### src/rtl/pseg_pkg.sv
package pseg_pkg;

  typedef enum logic [2:0] {
    ST_IDLE  = 3'd0,
    ST_BCHK  = 3'd1,
    ST_PREQ  = 3'd2,
    ST_PWAIT = 3'd3,
    ST_DONE  = 3'd4,
    ST_FAULT = 3'd5
  } xl_state_t;

  typedef enum logic [1:0] {
    CZ_NONE  = 2'd0,
    CZ_BOUND = 2'd1,
    CZ_PROT  = 2'd2,
    CZ_PAGE  = 2'd3
  } cause_t;

  localparam int PERM_W = 3;

  // kind 0 read, 1 write, 2 execute, 3 reserved (never allowed)
  function automatic logic perm_allows(input logic [PERM_W-1:0] perm, input logic [1:0] kind);
    case (kind)
      2'd0:    perm_allows = perm[0];
      2'd1:    perm_allows = perm[1];
      2'd2:    perm_allows = perm[2];
      default: perm_allows = 1'b0;
    endcase
  endfunction

endpackage

### src/rtl/pseg_segtab.sv
module pseg_segtab
  import pseg_pkg::*;
#(
  parameter int SEG_W  = 2,
  parameter int PAGE_W = 4,
  parameter int BASE_W = 10
) (
  input  logic              clk,
  input  logic              rst,
  input  logic              we,
  input  logic [SEG_W-1:0]  widx,
  input  logic [BASE_W-1:0] wbase,
  input  logic [PAGE_W-1:0] wlimit,
  input  logic [PERM_W-1:0] wperm,
  input  logic [SEG_W-1:0]  ridx,
  output logic [BASE_W-1:0] rbase,
  output logic [PAGE_W-1:0] rlimit,
  output logic [PERM_W-1:0] rperm
);
  localparam int NSEG = 1 << SEG_W;

  logic [BASE_W-1:0] base_q  [NSEG];
  logic [PAGE_W-1:0] limit_q [NSEG];
  logic [PERM_W-1:0] perm_q  [NSEG];

  for (genvar g = 0; g < NSEG; g++) begin : g_ent
    always_ff @(posedge clk) begin
      if (rst) begin
        base_q[g]  <= '0;
        limit_q[g] <= '0;
        perm_q[g]  <= '0;
      end else if (we && (widx == SEG_W'(g))) begin
        base_q[g]  <= wbase;
        limit_q[g] <= wlimit;
        perm_q[g]  <= wperm;
      end
    end
  end

  assign rbase  = base_q[ridx];
  assign rlimit = limit_q[ridx];
  assign rperm  = perm_q[ridx];

  // a write lands at the next edge
  assert_desc_write_R10: assert property (@(posedge clk) disable iff (rst)
    we |=> (base_q[$past(widx)] == $past(wbase) && limit_q[$past(widx)] == $past(wlimit)
            && perm_q[$past(widx)] == $past(wperm)));

endmodule

### src/rtl/pseg_perm.sv
module pseg_perm
  import pseg_pkg::*;
#(
  parameter int PAGE_W  = 4,
  parameter int FRAME_W = 8
) (
  input  logic [PAGE_W-1:0]          page,
  input  logic [PAGE_W-1:0]          limit,
  input  logic [1:0]                 kind,
  input  logic [PERM_W-1:0]          seg_perm,
  input  logic [FRAME_W+PERM_W:0]    pte,
  output logic                       bnd_fail,
  output logic                       sperm_fail,
  output logic                       pte_absent,
  output logic                       pperm_fail
);
  localparam int PRES_BIT = FRAME_W + PERM_W;

  assign bnd_fail   = page > limit;
  assign sperm_fail = !perm_allows(seg_perm, kind);
  assign pte_absent = !pte[PRES_BIT];
  assign pperm_fail = !perm_allows(pte[FRAME_W +: PERM_W], kind);

endmodule

### src/rtl/pseg_seq.sv
module pseg_seq
  import pseg_pkg::*;
#(
  parameter int SEG_W   = 2,
  parameter int PAGE_W  = 4,
  parameter int OFF_W   = 8,
  parameter int BASE_W  = 10,
  parameter int FRAME_W = 8
) (
  input  logic                       clk,
  input  logic                       rst,
  input  logic                       req_valid,
  output logic                       req_ready,
  input  logic [SEG_W+PAGE_W+OFF_W-1:0] req_va,
  input  logic [1:0]                 req_kind,
  output logic [SEG_W-1:0]           seg_idx,
  output logic [PAGE_W-1:0]          cur_page,
  output logic [1:0]                 cur_kind,
  input  logic [BASE_W-1:0]          seg_base,
  input  logic                       bnd_fail,
  input  logic                       sperm_fail,
  input  logic                       pte_absent,
  input  logic                       pperm_fail,
  output logic                       mem_req_valid,
  input  logic                       mem_req_ready,
  output logic [BASE_W-1:0]          mem_req_addr,
  input  logic                       mem_rsp_valid,
  input  logic [FRAME_W-1:0]         rsp_frame,
  output logic                       out_valid,
  output logic                       out_trap,
  output logic [1:0]                 out_cause,
  output logic [FRAME_W+OFF_W-1:0]   out_pa
);
  localparam int VA_W = SEG_W + PAGE_W + OFF_W;
  localparam int PA_W = FRAME_W + OFF_W;

  xl_state_t         state;
  logic [VA_W-1:0]   va_q;
  logic [1:0]        kind_q;
  logic [BASE_W-1:0] addr_q;
  logic [PA_W-1:0]   pa_q;
  cause_t            cause_q;

  assign seg_idx  = va_q[VA_W-1 -: SEG_W];
  assign cur_page = va_q[OFF_W +: PAGE_W];
  assign cur_kind = kind_q;

  always_ff @(posedge clk) begin
    if (rst) begin
      state   <= ST_IDLE;
      va_q    <= '0;
      kind_q  <= '0;
      addr_q  <= '0;
      pa_q    <= '0;
      cause_q <= CZ_NONE;
    end else begin
      case (state)
        ST_IDLE: if (req_valid) begin
          va_q   <= req_va;
          kind_q <= req_kind;
          state  <= ST_BCHK;
        end
        ST_BCHK: begin
          if (bnd_fail) begin
            cause_q <= CZ_BOUND;
            pa_q    <= '0;
            state   <= ST_FAULT;
          end else if (sperm_fail) begin
            cause_q <= CZ_PROT;
            pa_q    <= '0;
            state   <= ST_FAULT;
          end else begin
            addr_q <= seg_base + BASE_W'(cur_page);
            state  <= ST_PREQ;
          end
        end
        ST_PREQ: if (mem_req_ready) state <= ST_PWAIT;
        ST_PWAIT: if (mem_rsp_valid) begin
          if (pte_absent) begin
            cause_q <= CZ_PAGE;
            pa_q    <= '0;
            state   <= ST_FAULT;
          end else if (pperm_fail) begin
            cause_q <= CZ_PROT;
            pa_q    <= '0;
            state   <= ST_FAULT;
          end else begin
            cause_q <= CZ_NONE;
            pa_q    <= {rsp_frame, va_q[OFF_W-1:0]};
            state   <= ST_DONE;
          end
        end
        default: state <= ST_IDLE;
      endcase
    end
  end

  assign req_ready     = (state == ST_IDLE);
  assign mem_req_valid = (state == ST_PREQ);
  assign mem_req_addr  = addr_q;
  assign out_valid     = (state == ST_DONE) || (state == ST_FAULT);
  assign out_trap      = (state == ST_FAULT);
  assign out_cause     = cause_q;
  assign out_pa        = pa_q;

  // a bounds failure goes straight to a trap, never to memory
  assert_bound_no_mem_R3: assert property (@(posedge clk) disable iff (rst)
    (state == ST_BCHK && bnd_fail) |=> (out_trap && !mem_req_valid));

  // request held with a stable address until accepted
  assert_req_hold_R5: assert property (@(posedge clk) disable iff (rst)
    (mem_req_valid && !mem_req_ready) |=> (mem_req_valid && $stable(mem_req_addr)));

  // result lasts one cycle
  assert_out_pulse_R9: assert property (@(posedge clk) disable iff (rst)
    out_valid |=> !out_valid);

  // once busy, idle returns only after a result
  assert_busy_R8: assert property (@(posedge clk) disable iff (rst)
    (!req_ready && !out_valid) |=> !req_ready);

  // trap flag and cause code agree
  assert_trap_cause_R6: assert property (@(posedge clk) disable iff (rst)
    out_valid |-> (out_trap == (out_cause != 2'd0)));

  // a trap reports a zero address
  assert_trap_pa_R9: assert property (@(posedge clk) disable iff (rst)
    (out_valid && out_trap) |-> (out_pa == '0));

endmodule

### src/rtl/pseg_xlate.sv
module pseg_xlate
  import pseg_pkg::*;
#(
  parameter int SEG_W   = 2,
  parameter int PAGE_W  = 4,
  parameter int OFF_W   = 8,
  parameter int BASE_W  = 10,
  parameter int FRAME_W = 8
) (
  input  logic                            clk,
  input  logic                            rst,
  input  logic                            st_we,
  input  logic [SEG_W-1:0]                st_idx,
  input  logic [BASE_W-1:0]               st_base,
  input  logic [PAGE_W-1:0]               st_limit,
  input  logic [2:0]                      st_perm,
  input  logic                            req_valid,
  output logic                            req_ready,
  input  logic [SEG_W+PAGE_W+OFF_W-1:0]   req_va,
  input  logic [1:0]                      req_kind,
  output logic                            mem_req_valid,
  input  logic                            mem_req_ready,
  output logic [BASE_W-1:0]               mem_req_addr,
  input  logic                            mem_rsp_valid,
  input  logic [FRAME_W+3:0]              mem_rsp_data,
  output logic                            out_valid,
  output logic                            out_trap,
  output logic [1:0]                      out_cause,
  output logic [FRAME_W+OFF_W-1:0]        out_pa
);
  logic [SEG_W-1:0]  seg_idx;
  logic [PAGE_W-1:0] cur_page;
  logic [1:0]        cur_kind;
  logic [BASE_W-1:0] seg_base;
  logic [PAGE_W-1:0] seg_limit;
  logic [PERM_W-1:0] seg_perm;
  logic bnd_fail, sperm_fail, pte_absent, pperm_fail;

  pseg_segtab #(.SEG_W(SEG_W), .PAGE_W(PAGE_W), .BASE_W(BASE_W)) u_tab (
    .clk(clk), .rst(rst), .we(st_we), .widx(st_idx), .wbase(st_base),
    .wlimit(st_limit), .wperm(st_perm), .ridx(seg_idx),
    .rbase(seg_base), .rlimit(seg_limit), .rperm(seg_perm)
  );

  pseg_perm #(.PAGE_W(PAGE_W), .FRAME_W(FRAME_W)) u_perm (
    .page(cur_page), .limit(seg_limit), .kind(cur_kind), .seg_perm(seg_perm),
    .pte(mem_rsp_data), .bnd_fail(bnd_fail), .sperm_fail(sperm_fail),
    .pte_absent(pte_absent), .pperm_fail(pperm_fail)
  );

  pseg_seq #(.SEG_W(SEG_W), .PAGE_W(PAGE_W), .OFF_W(OFF_W), .BASE_W(BASE_W),
             .FRAME_W(FRAME_W)) u_seq (
    .clk(clk), .rst(rst), .req_valid(req_valid), .req_ready(req_ready),
    .req_va(req_va), .req_kind(req_kind), .seg_idx(seg_idx),
    .cur_page(cur_page), .cur_kind(cur_kind), .seg_base(seg_base),
    .bnd_fail(bnd_fail), .sperm_fail(sperm_fail), .pte_absent(pte_absent),
    .pperm_fail(pperm_fail), .mem_req_valid(mem_req_valid),
    .mem_req_ready(mem_req_ready), .mem_req_addr(mem_req_addr),
    .mem_rsp_valid(mem_rsp_valid), .rsp_frame(mem_rsp_data[FRAME_W-1:0]),
    .out_valid(out_valid), .out_trap(out_trap), .out_cause(out_cause),
    .out_pa(out_pa)
  );

endmodule

### config.mk
export PLATFORM = sky130hd
export DESIGN_NAME = pseg_xlate
export DESIGN_NICKNAME = d
export VERILOG_FILES = /design/src/rtl/pseg_pkg.sv /design/src/rtl/pseg_segtab.sv /design/src/rtl/pseg_perm.sv /design/src/rtl/pseg_seq.sv /design/src/rtl/pseg_xlate.sv
export SDC_FILE = /design/constraint.sdc
export NUM_CORES = 1
export LEC_CHECK = 0
export ABC_AREA = 1
export BUFFER_PORTS_ARGS = -buffer_cell sky130_fd_sc_hd__buf_2
export CAP_MARGIN = 15
export CORE_UTILIZATION = 40
export CTS_BUF_LIST = sky130_fd_sc_hd__clkbuf_2 sky130_fd_sc_hd__clkbuf_4 sky130_fd_sc_hd__clkbuf_8
export DETAILED_ROUTE_END_ITERATION = 6
export GPL_TIMING_DRIVEN = 0
export PLACE_DENSITY = 0.72
export SLEW_MARGIN = 15
export SYNTH_ARGS = -nofsm -noshare
export SYNTH_HDL_FRONTEND = slang
export SYNTH_SLANG_ARGS = --single-unit
### constraint.sdc
create_clock -name clk -period 2.48 [get_ports clk]
set_input_delay 0 -clock clk [delete_from_list [all_inputs] [get_ports clk]]
set_output_delay 0 -clock clk [all_outputs]
set_load 0.05 [all_outputs]
# --- Word-level counts from Yosys, hierarchy flattened ---
# Memories as Yosys holds them, arrays and structs flattened. A register that Yosys moved wholly into a read port is not among the register bits.
# Index checks and enable logic that the tools add are counted.
totals:
  word_cells: 105
  regBits: 47
  output_inout_bits: 32
  mem_bits_rw: 68
  memories: 3
classes:
  reduce_logical: 13
  add_sub_neg: 1
  magnitude_cmp: 1
  n_bitwise: 13
  n_eq_ne: 14
  mux: 54
mem_list:
  columns: ["name", "depth", "width", "rd", "rd_ports_with_merged_regs", "write_ports", "line", "text"]
  rows:
  - ["u_tab.base_q", 4, 10, 1, 1, 4, "pseg_segtab.sv:22", "logic [BASE_W-1:0] base_q [NSEG];"]
  - ["u_tab.limit_q", 4, 4, 1, 1, 4, "pseg_segtab.sv:23", "logic [PAGE_W-1:0] limit_q [NSEG];"]
  - ["u_tab.perm_q", 4, 3, 1, 1, 4, "pseg_segtab.sv:24", "logic [PERM_W-1:0] perm_q [NSEG];"]
op_table:
  columns: ["op", "count"]
  rows:
  - ["$mux W16", 5]
  - ["$mux W10", 4]
  - ["$pmux W16 S2", 1]
  - ["$mux W3", 10]
  - ["$mux W2", 11]
  - ["$mux W4", 4]
  - ["$mux W1", 15]
  - ["$or A1 B1 Y1", 12]
  - ["$pmux W3 S4", 1]
  - ["$add A10 B4 Y10", 1]
  - ["$reduce_and A3 Y1", 3]
  - ["$eq A2 B2 Y1 const B", 3]
  - ["$eq A3 B2 Y1 const B", 2]
  - ["$eq A3 B3 Y1 const B", 2]
  - ["$pmux W1 S3", 2]
  - ["$eq A2 B1 Y1 const B", 2]
  - ["$gt A4 B4 Y1", 1]
  - ["$logic_and A1 B1 Y1", 4]
  - ["$logic_not A2 Y1", 2]
  - ["$ne A2 B2 Y1 const B", 2]
  - ["$pmux W2 S2", 1]
  - ["$eq A3 B1 Y1 const B", 1]
  - ["$logic_not A3 Y1", 1]
  - ["$ne A3 B3 Y1 const B", 1]
  - ["5 further kinds", 5]

# --- Longest topological paths before layout ---
# Gate-level depths: netlist (run 1).
logic_depth:
  ltp_word: 6
  depth_mapped: 18
  ltp_nobuf: 14

# --- Hierarchy ---
# A second synthesis (run 1) with hierarchy kept.
unflattened:
  cells_unflattened: 736
  hier_area_um2: 5794.3
by_module_without_submodules:
  columns: ["mod", "instances", "cells_each", "seq_area_each_um2", "area_per_inst_um2"]
  rows:
  - ["pseg_segtab", 1, 373, 2042.0, 3305.7]
  - ["pseg_seq", 1, 332, 940.9, 2327.2]
  - ["pseg_perm", 1, 31, 0.0, 161.4]

# --- Worst setup path after synthesis (run 1) ---
# OpenSTA, ideal clock, no wires.
synth_path:
  path_type: "register to register"
  from: "reg (tool-made name)"
  to: "reg u_seq.pa_q[11] (netlist: u_seq.out_pa[11])"
  setup_slack_ps: -77
  period_less_slack_ps: 2557
  stages_incl_launch_ff: 17
  arrival_time_ps: 2441
  t_required_ps: 2364
  cell_sequence: "dfxtp_1 > buf_6 > clkinv_4 > buf_6 > buf_4 > clkbuf_1 > o21ai_0 > o22ai_1 > ha_1 > nand2_1 > o21ai_0 > nand3_4 > nand2_8 > inv_6 > buf_12 > nor2_2 > nor2_1"
synth_rtl:
  columns: ["item", "line", "text"]
  rows:
  - ["end signal, assigned", "pseg_seq.sv:89", "pa_q <= {rsp_frame, va_q[OFF_W-1:0]};"]
  - ["end, declared", "pseg_seq.sv:41", "logic [PA_W-1:0] pa_q;"]

==> key figures, run 1 <==
Power
  • Static leakage: 3.076 nW
  • Net Sw Power: 2.508 mW
  • Power Density: 902.5 nW/um2
  • Maximum VDD drop: 0.5838 mV
  • Sequential share of power: 38.1%
  • Clock power frac: 26.6%
  • Combinational power share: 35.3%
  • Sw Ratio: between 30 and 40%
  • Int Pwr: 3.997 mW

Status
  • Status: complete, no violations

Setup path
  • Startpoint Class: flip-flop
  • Req. time, crit path: 2.81 ns
  • Top Family by Delay on Critical Path: compound AO/OA/AOI/OAI gates
  • CP arrival: 2.78 ns
  • Worst path bufs/invs: 4
  • Critical path endpoint category: flip-flop
  • CP peak stage delay: 0.39 ns
  • Cell mode on critical path: buf_8
  • Critical-path cell list: inv_2 > buf_8 > buf_8 > a32o_1 > ha_1 > a21oi_2 > o21ai_2 > o21ai_4 > nand3_4 > nand2_8 > buf_4 > o21ai_0 > nor2_1
  • Critical path class: reg2reg
  • Top fanout value on the critical path: 10
  • Slowest stage cell, crit path: dfxtp_4

Synth
  • Most used DFF post-synth: edfxtp_1
  • Post-synthesis net count: 680
  • Synthesized cell area: between 5000 and 6000 um2
  • Sequential share of the synthesized area: 55.76%
  • Post-Synthesis Cells: 618
  • Number of enable flip-flop cells after synthesis: 68
  • Post-synth ARST share: 0%
  • Post-synthesis cell type count: 38
  • Syn Area/Cell: roughly 9 um2
  • Syn. warnings: 0
  • Yosys reg bits: between 100 and 150

Detailed routing
  • Post-route ant nets: 0
  • Detailed Route WL: 13990 um
  • Vias/cell: 4.896
  • WL/cell: ~15 um
  • Drt drc: 0
  • Via count: ~4700
  • Initial DRC Count: 360
  • DR pass1 iterations: 5

Clocking
  • Clock slew at reported path FFs: 0.07 ns
  • # clock sinks: 117
  • Max Root-Sink Buffers: 2
  • Root Buffer: clkbuf_8
  • CTS Buf Count: 17
  • Clock Latency Late Sink: 0.44 ns
  • CTS tree: done
  • H-tree Lvls: 4

Timing
  • Clock Skews: about 0.011 ns
  • Actual slew at the worst max-slew pin: 0.9049 ns
  • Final worst path period share: 98.95%
  • Final hold violations: 0
  • Max Fclk: between 400 and 500 MHz
  • RSZ-0062 raised after global routing: yes
  • Rel. slew slack: 39.53%
  • Slew Viols, Final: 0
  • # setup viols final: 0
  • Post-layout min period: 2.454 ns
  • Final setup margin: 0.02592 ns

Global route
  • Met2 Resource Use GR: ~34%
  • GRT met3 Usage: under 10%
  • Global-route wire length before repair: 21630 um
  • M1 GR Usage: 25.29%
  • All-layer global routing usage: 20.22%
  • Global-route layer with the greatest usage: met2
  • Vias in the first global route: 4398
  • Initial antenna violation count: 0
  • Largest net degree at the start of global routing: 27
  • Remaining global-route overflow: 0

Die
  • Die height: 118.4 um
  • Die Wd: 118.4 um
  • Std cell rows: 42
  • DIE AREA: 14020 um2
  • IO Pins: 85
  • Core area: 13240 um2
  • Starting Density: about 41%

Job
  • Total of max-cap violations: 0

Finish
  • Non-Filler Instances: between 900 and 1000
  • Area Growth Syn to Fin: 32.96%
  • Ant diodes: 0
  • Area of the multi-input gates: 2130 um2
  • Filler cell count: 1186
  • Layout cells sized above 1: 25.48%
  • Fin nets: 834
  • Register Area: 3028 um2

Placed design
  • I/O Buffers: between 80 and 90
  • Post-place setup slack: -0.5677 ns
  • Placed cell count: 876
  • Gp weighted congestion: 0.8038
  • Post-DP HPWL: 8905 um

Worst hold path
  • Hold Crit Class: in2reg
  • HP Start: mem_rsp_data[6]
power groups by stage:
stage               Clock [mW]  Combinational, mW  Sequential (mW)
detailed placement           0               2.00             2.51
CTS                       1.73               2.14             2.47
finish                    1.73               2.30             2.48
global route              1.81               2.49             2.51
floorplan                    0               1.11             2.92
global placement             0               1.98             2.50
cells in the final DEF (no fill, tap or decap), types with 8 or more instances in the layout:
cell / n
dlygate4sd3_1: 47
a21oi_1: 32
nor2_2: 16
buf_4: 8
o21ai_0: 26
nand3_1: 24
nand3_2: 8
dfxtp_1: 47
clkbuf_1: 10
nand2_1: 99
edfxtp_1: 68
o21ai_1: 13
nor2_1: 135
buf_2: 86
clkbuf_8: 17
inv_1: 53
nand2_2: 8
layout make-up:
cell class	count	area share (%)
Timing Repair Buffer	138	13.63
Buffer	24	2.743
Multi-Input combinational cell	411	29.54
Inverter	62	3.524
Clock inverter	15	2.135
Tap cell	176	3.055
Timing Repair inverter	1	0.1215
Clock buffer	17	3.246
Sequential cell	117	42.01
per-layer routing:
metal / share of wire [%] / vias up
li1: - / 2337
met1: 43 / 2158
met2: 48 / 191
met3: 6.9 / 19
met4: 1.4 / 0
met5: 0 / -
registers in the layout (all words and copies together), names as in the netlist, named ones only:
| name | flops |
|---|---|
| u_tab.base_q | 40 |
| u_seq.out_pa | 16 |
| u_tab.limit_q | 16 |
| u_seq.va_q | 14 |
| u_tab.perm_q | 12 |
| u_seq.mem_req_addr | 10 |
| u_seq.state | 3 |
| u_seq.cur_kind | 2 |
| u_seq.out_cause | 2 |
per-stage QoR:
step	util, %	power, mW	hold WS [ns]	TNS, ns	area (um2)
after floorplan	-	4.029	0.06907	0	5426
after global placement	45.74	4.478	0.2494	-14.88	6057
after detailed placement	45.74	4.511	0.2539	-14.89	6057
after CTS	53.02	6.343	0.001930	0	7022
after global routing	54.43	6.812	0.02169	-1.079	7208
final	54.43	6.505	0.01200	0	7208
cell usage after synthesis (7+ instances only):
| master | number | area (um2) |
|---|---|---|
| a21oi_1 | 35 | 175.2 |
| clkbuf_1 | 13 | 48.80 |
| dfxtp_1 | 49 | 980.9 |
| edfxtp_1 | 68 | 2042 |
| ha_1 | 8 | 100.1 |
| inv_1 | 54 | 202.7 |
| nand2_1 | 104 | 390.4 |
| nand3_1 | 25 | 125.1 |
| nand3_2 | 7 | 70.07 |
| nor2_1 | 139 | 521.8 |
| nor2_2 | 13 | 81.33 |
| o21ai_0 | 41 | 205.2 |
worst reg2reg max path, stage by stage (launching register included):
cell and delay [ns]:
dfxtp_4 0.39, inv_2 0.06, buf_8 0.15, buf_8 0.15
a32o_1 0.27, ha_1 0.32, a21oi_2 0.08, o21ai_2 0.19
o21ai_4 0.10, nand3_4 0.17, nand2_8 0.08, buf_4 0.16
o21ai_0 0.18, nor2_1 0.06
worst paths after layout:
path	to	slack, ns	cells past startpoint
worst min register to register	u_seq.va_q[1]$_SDFFE_PP0P_	0.46	2
worst max-delay path	u_seq.out_pa[0]$_SDFFE_PP0P_	0.03	13
worst min-delay path	u_seq.out_pa[14]$_SDFFE_PP0P_	0.01	5
worst max register to register	u_seq.out_pa[0]$_SDFFE_PP0P_	0.03	13
cell families after synthesis:
family                     synth area share (%)
AOI/OAI and AO/OA                         9.162
xor gates and xnor gates                 0.6461
adders and majority gates                 2.216
buffers and inverters                     7.731
DFF                                       55.76
and+or+nand+nor                           24.49
repair_timing:
action | in CTS | in global routing
pin swaps | 7 | 15
gates cloned | 0 | 2
endpoints found under the setup margin | 31 | 30
endpoints found under the hold margin | 96 | 0
resized for setup | 29 | 38
buffers inserted | 5 | 3
hold buffers | 47 | 0
No activity file was read; power rests on OpenSTA's default activity.
==> inputs of run 2 (changes only) <==
--- a/config.mk
+++ b/config.mk
@@ -8,11 +8,13 @@
 export ABC_AREA = 1
 export BUFFER_PORTS_ARGS = -buffer_cell sky130_fd_sc_hd__buf_2
 export CAP_MARGIN = 15
+export CELL_PAD_IN_SITES_DETAIL_PLACEMENT = 1
+export CELL_PAD_IN_SITES_GLOBAL_PLACEMENT = 1
 export CORE_UTILIZATION = 40
 export CTS_BUF_LIST = sky130_fd_sc_hd__clkbuf_2 sky130_fd_sc_hd__clkbuf_4 sky130_fd_sc_hd__clkbuf_8
 export DETAILED_ROUTE_END_ITERATION = 6
 export GPL_TIMING_DRIVEN = 0
-export PLACE_DENSITY = 0.72
+export PLACE_DENSITY = 0.88
 export SLEW_MARGIN = 15
 export SYNTH_ARGS = -nofsm -noshare
 export SYNTH_HDL_FRONTEND = slang
==> run 2 against run 1 <==
The run now ends with negative setup slack left. Non-clock buffer count is 24 higher. Worst setup slack lost 0.092 ns. Register-to-register slack got worse by 0.09 ns. Combinational power increased by 27%. Clock skew grew 0.011 ns. Routed wire length up 47%. Final cell count up 2.6%. Count of clock-buffer cells in the layout is 1 higher. Die area unchanged. Hold slack gained 0.044 ns. Final area increased by 6.3%. Largest cell class unchanged. Highest routed layer unchanged.
==> key figures, run 2 (synthesized netlist as in run 1, its figures left out) <==
Status
  • Status: finished, violations left
  • Violations in the final reports: negative setup slack

Clocking
  • CTS tree: done
  • Max Root-Sink Buffers: 2 (unchanged)
  • Root Buffer: clkbuf_8
  • Clock slew at reported path FFs: 0.08 ns (about the same)
  • CTS Buf Count: 17 (unchanged)
  • Clock Latency Late Sink: 0.47 ns (+0.03 ns)
  • # clock sinks: 117 (unchanged)
  • H-tree Lvls: 4 (unchanged)

Timing
  • Max Fclk: 392.7 MHz (-3.6%)
  • Final worst path period share: 102.7% (+3.7 points)
  • Post-Route Setup TNS: -0.1712 ns (-0.1712 ns)
  • Post-layout min period: 2.547 ns (+0.09244 ns)
  • Rel. slew slack: 40.42% (+0.90 points)
  • RSZ-0062 raised after global routing: yes
  • Clock Skews: 0.02239 ns (+0.01106 ns)
  • Fin Hold WS: 0.05589 ns (+0.04388 ns)
  • Actual slew at the worst max-slew pin: 0.8915 ns (-0.01346 ns)
  • # setup viols final: 9 (+9)
  • Slew Viols, Final: 0 (unchanged)
  • Final setup margin: -0.06653 ns (-0.09244 ns)
  • Final hold violations: 0 (unchanged)

Finish
  • Commonest non-fill, non-tap cells in the layout: 125 x nor2_1, 93 x nand2_1, 86 x buf_2
  • Max FFs per register: 40 (unchanged)
  • Fin nets: 859 (+3.0%)
  • Final core utilization: 57.85% (+3.4 points)
  • Non-Filler Instances: 986 (+2.6%)
  • Layout cells sized above 1: 31.98% (+6.5 points)
  • Area Growth Syn to Fin: 41.31%
  • Register Area: 3028 um2 (unchanged)
  • Most common cell after layout, fill and taps aside: nor2_1
  • Ant diodes: 0 (unchanged)
  • Area of the multi-input gates: 2342 um2 (+10%)
  • Post-route cell area: 7661 um2 (+6.3%)
  • Largest register by flop count: u_tab.base_q
  • Filler cell count: 1535 (+29%)

Power
  • Power Density: 938.4 nW/um2 (+4.0%)
  • Int Pwr: 4.190 mW (+4.8%)
  • Sequential share of power: 35.4% (-2.7 points)
  • Maximum VDD drop: 0.3149 mV (-46%)
  • Sw Ratio: 41.71% (+3.2 points)
  • Net Sw Power: 2.999 mW (+20%)
  • Combinational power share: 40.7% (+5.4 points)
  • Final Total Pwr: 7.189 mW (+11%)
  • Static leakage: 3.260 nW (+6.0%)
  • Clock power frac: 23.9% (-2.7 points)

Global route
  • Global-route wire length before repair: 27130 um (+25%)
  • Remaining global-route overflow: 0 (unchanged)
  • Initial antenna violation count: 0 (unchanged)
  • Largest net degree at the start of global routing: 27 (unchanged)
  • Vias in the first global route: 5430 (+23%)
  • All-layer global routing usage: 25.61% (+5.4 points)

Placed design
  • I/O Buffers: 82 (unchanged)
  • Area after DPL: 6057 um2 (unchanged)
  • Placed cell count: 876 (unchanged)
  • Post-DP HPWL: 11230 um (+26%)
  • Post-place setup slack: -0.5919 ns (-0.02417 ns)
  • Gp weighted congestion: 0.8036 (about the same)

Job
  • Total of max-cap violations: 0 (unchanged)

Detailed routing
  • WL met2: 11170 um (+65%)
  • WL/cell: 20.84 um (+43%)
  • DR pass1 iterations: 4 (-1)
  • Post-route ant nets: 0 (unchanged)
  • Met1 WL: 7339 um (+21%)
  • Top routing layer in use: met4
  • Initial DRC Count: 355 (-1.4%)
  • Via count: 5197 (+10%)
  • Vias/cell: 5.271 (+7.7%)
  • WL met3: 1136 um (+17%)
  • Drt drc: 0 (unchanged)
  • Detailed Route WL: 20550 um (+47%)

Die
  • Die Wd: 118.4 um (unchanged)
  • Core area: 13240 um2 (unchanged)
  • DIE AREA: 14020 um2 (unchanged)
  • Std cell rows: 42 (unchanged)
  • IO Pins: 85 (unchanged)
  • Starting Density: 40.94% (unchanged)
  • Die height: 118.4 um (unchanged)

Setup path
  • CP arrival: 2.90 ns (+0.12 ns)
  • Top fanout value on the critical path: 13 (+3)
  • Critical path endpoint category: flip-flop
  • Req. time, crit path: 2.83 ns (+0.02 ns)
  • Critical path class: reg2reg
  • Startpoint Class: flip-flop

Worst hold path
  • Hold Crit Class: in2reg
==> run 2: metal layers <==
metal,track usage (%),vias to the layer above
met3,5.792,68
met2,48.27,223
met4,12.03,0
li1,-,2381
met5,0,-
met1,26.72,2525
==> run 2: worst max-delay path, cell delays in order (launching register included) <==
cell and delay (ns):
dfxtp_2 0.34, buf_12 0.13, clkinv_8 0.08, clkbuf_16 0.18, nor2_1 0.18, o22ai_2 0.11, ha_2 0.18, inv_1 0.15
a21oi_4 0.09, o21ai_4 0.19, o21ai_4 0.10, nand3_4 0.17, clkinvlp_4 0.24, o21ai_1 0.21, nor2_1 0.07
==> run 2: power by group through the flow <==
stage | Combinational (mW) | Sequential, mW | Clock [mW]
floorplan | 1.11 | 2.92 | 0
global placement | 1.97 | 2.50 | 0
detailed placement | 2.07 | 2.53 | 0
CTS | 2.31 | 2.49 | 1.67
global route | 3.09 | 2.56 | 1.81
finish | 2.93 | 2.54 | 1.72
==> run 2: repair_timing <==
item                                    4_1_cts  5_1_grt
pin swaps                                     8       29
endpoints found under the setup margin       31       30
gates cloned                                  1        4
hold endpoints to repair                     94        0
buffers inserted                              7       20
hold buffers                                 49        0
gates resized for setup                      45       86
==> run 2: path summary, 6_finish.rpt <==
kind | startpoint | end | slack (ns) | cells past startpoint
max reg2reg | flip-flop | u_seq.mem_req_addr[3]$_SDFFE_PP0P_ | -0.07 | 14
max | flip-flop | u_seq.mem_req_addr[3]$_SDFFE_PP0P_ | -0.07 | 14
min | mem_req_ready | u_seq.state[0]$_SDFFE_PP0P_ | 0.06 | 5
min reg2reg | u_seq.va_q[1]$_SDFFE_PP0P_ | u_seq.va_q[1]$_SDFFE_PP0P_ | 0.46 | 2
==> run 2: final cells by class <==
class                      instances  area share, %
multi-input combinational        412          30.57
timing repair buffer             161          15.52
clock buffer                      18          3.152
buffer                            25          3.152
inverter                          62          3.413
sequential                       117          39.52
timing repair inverter             1         0.1143
tap                              176          2.874
clock inverter                    14          1.682
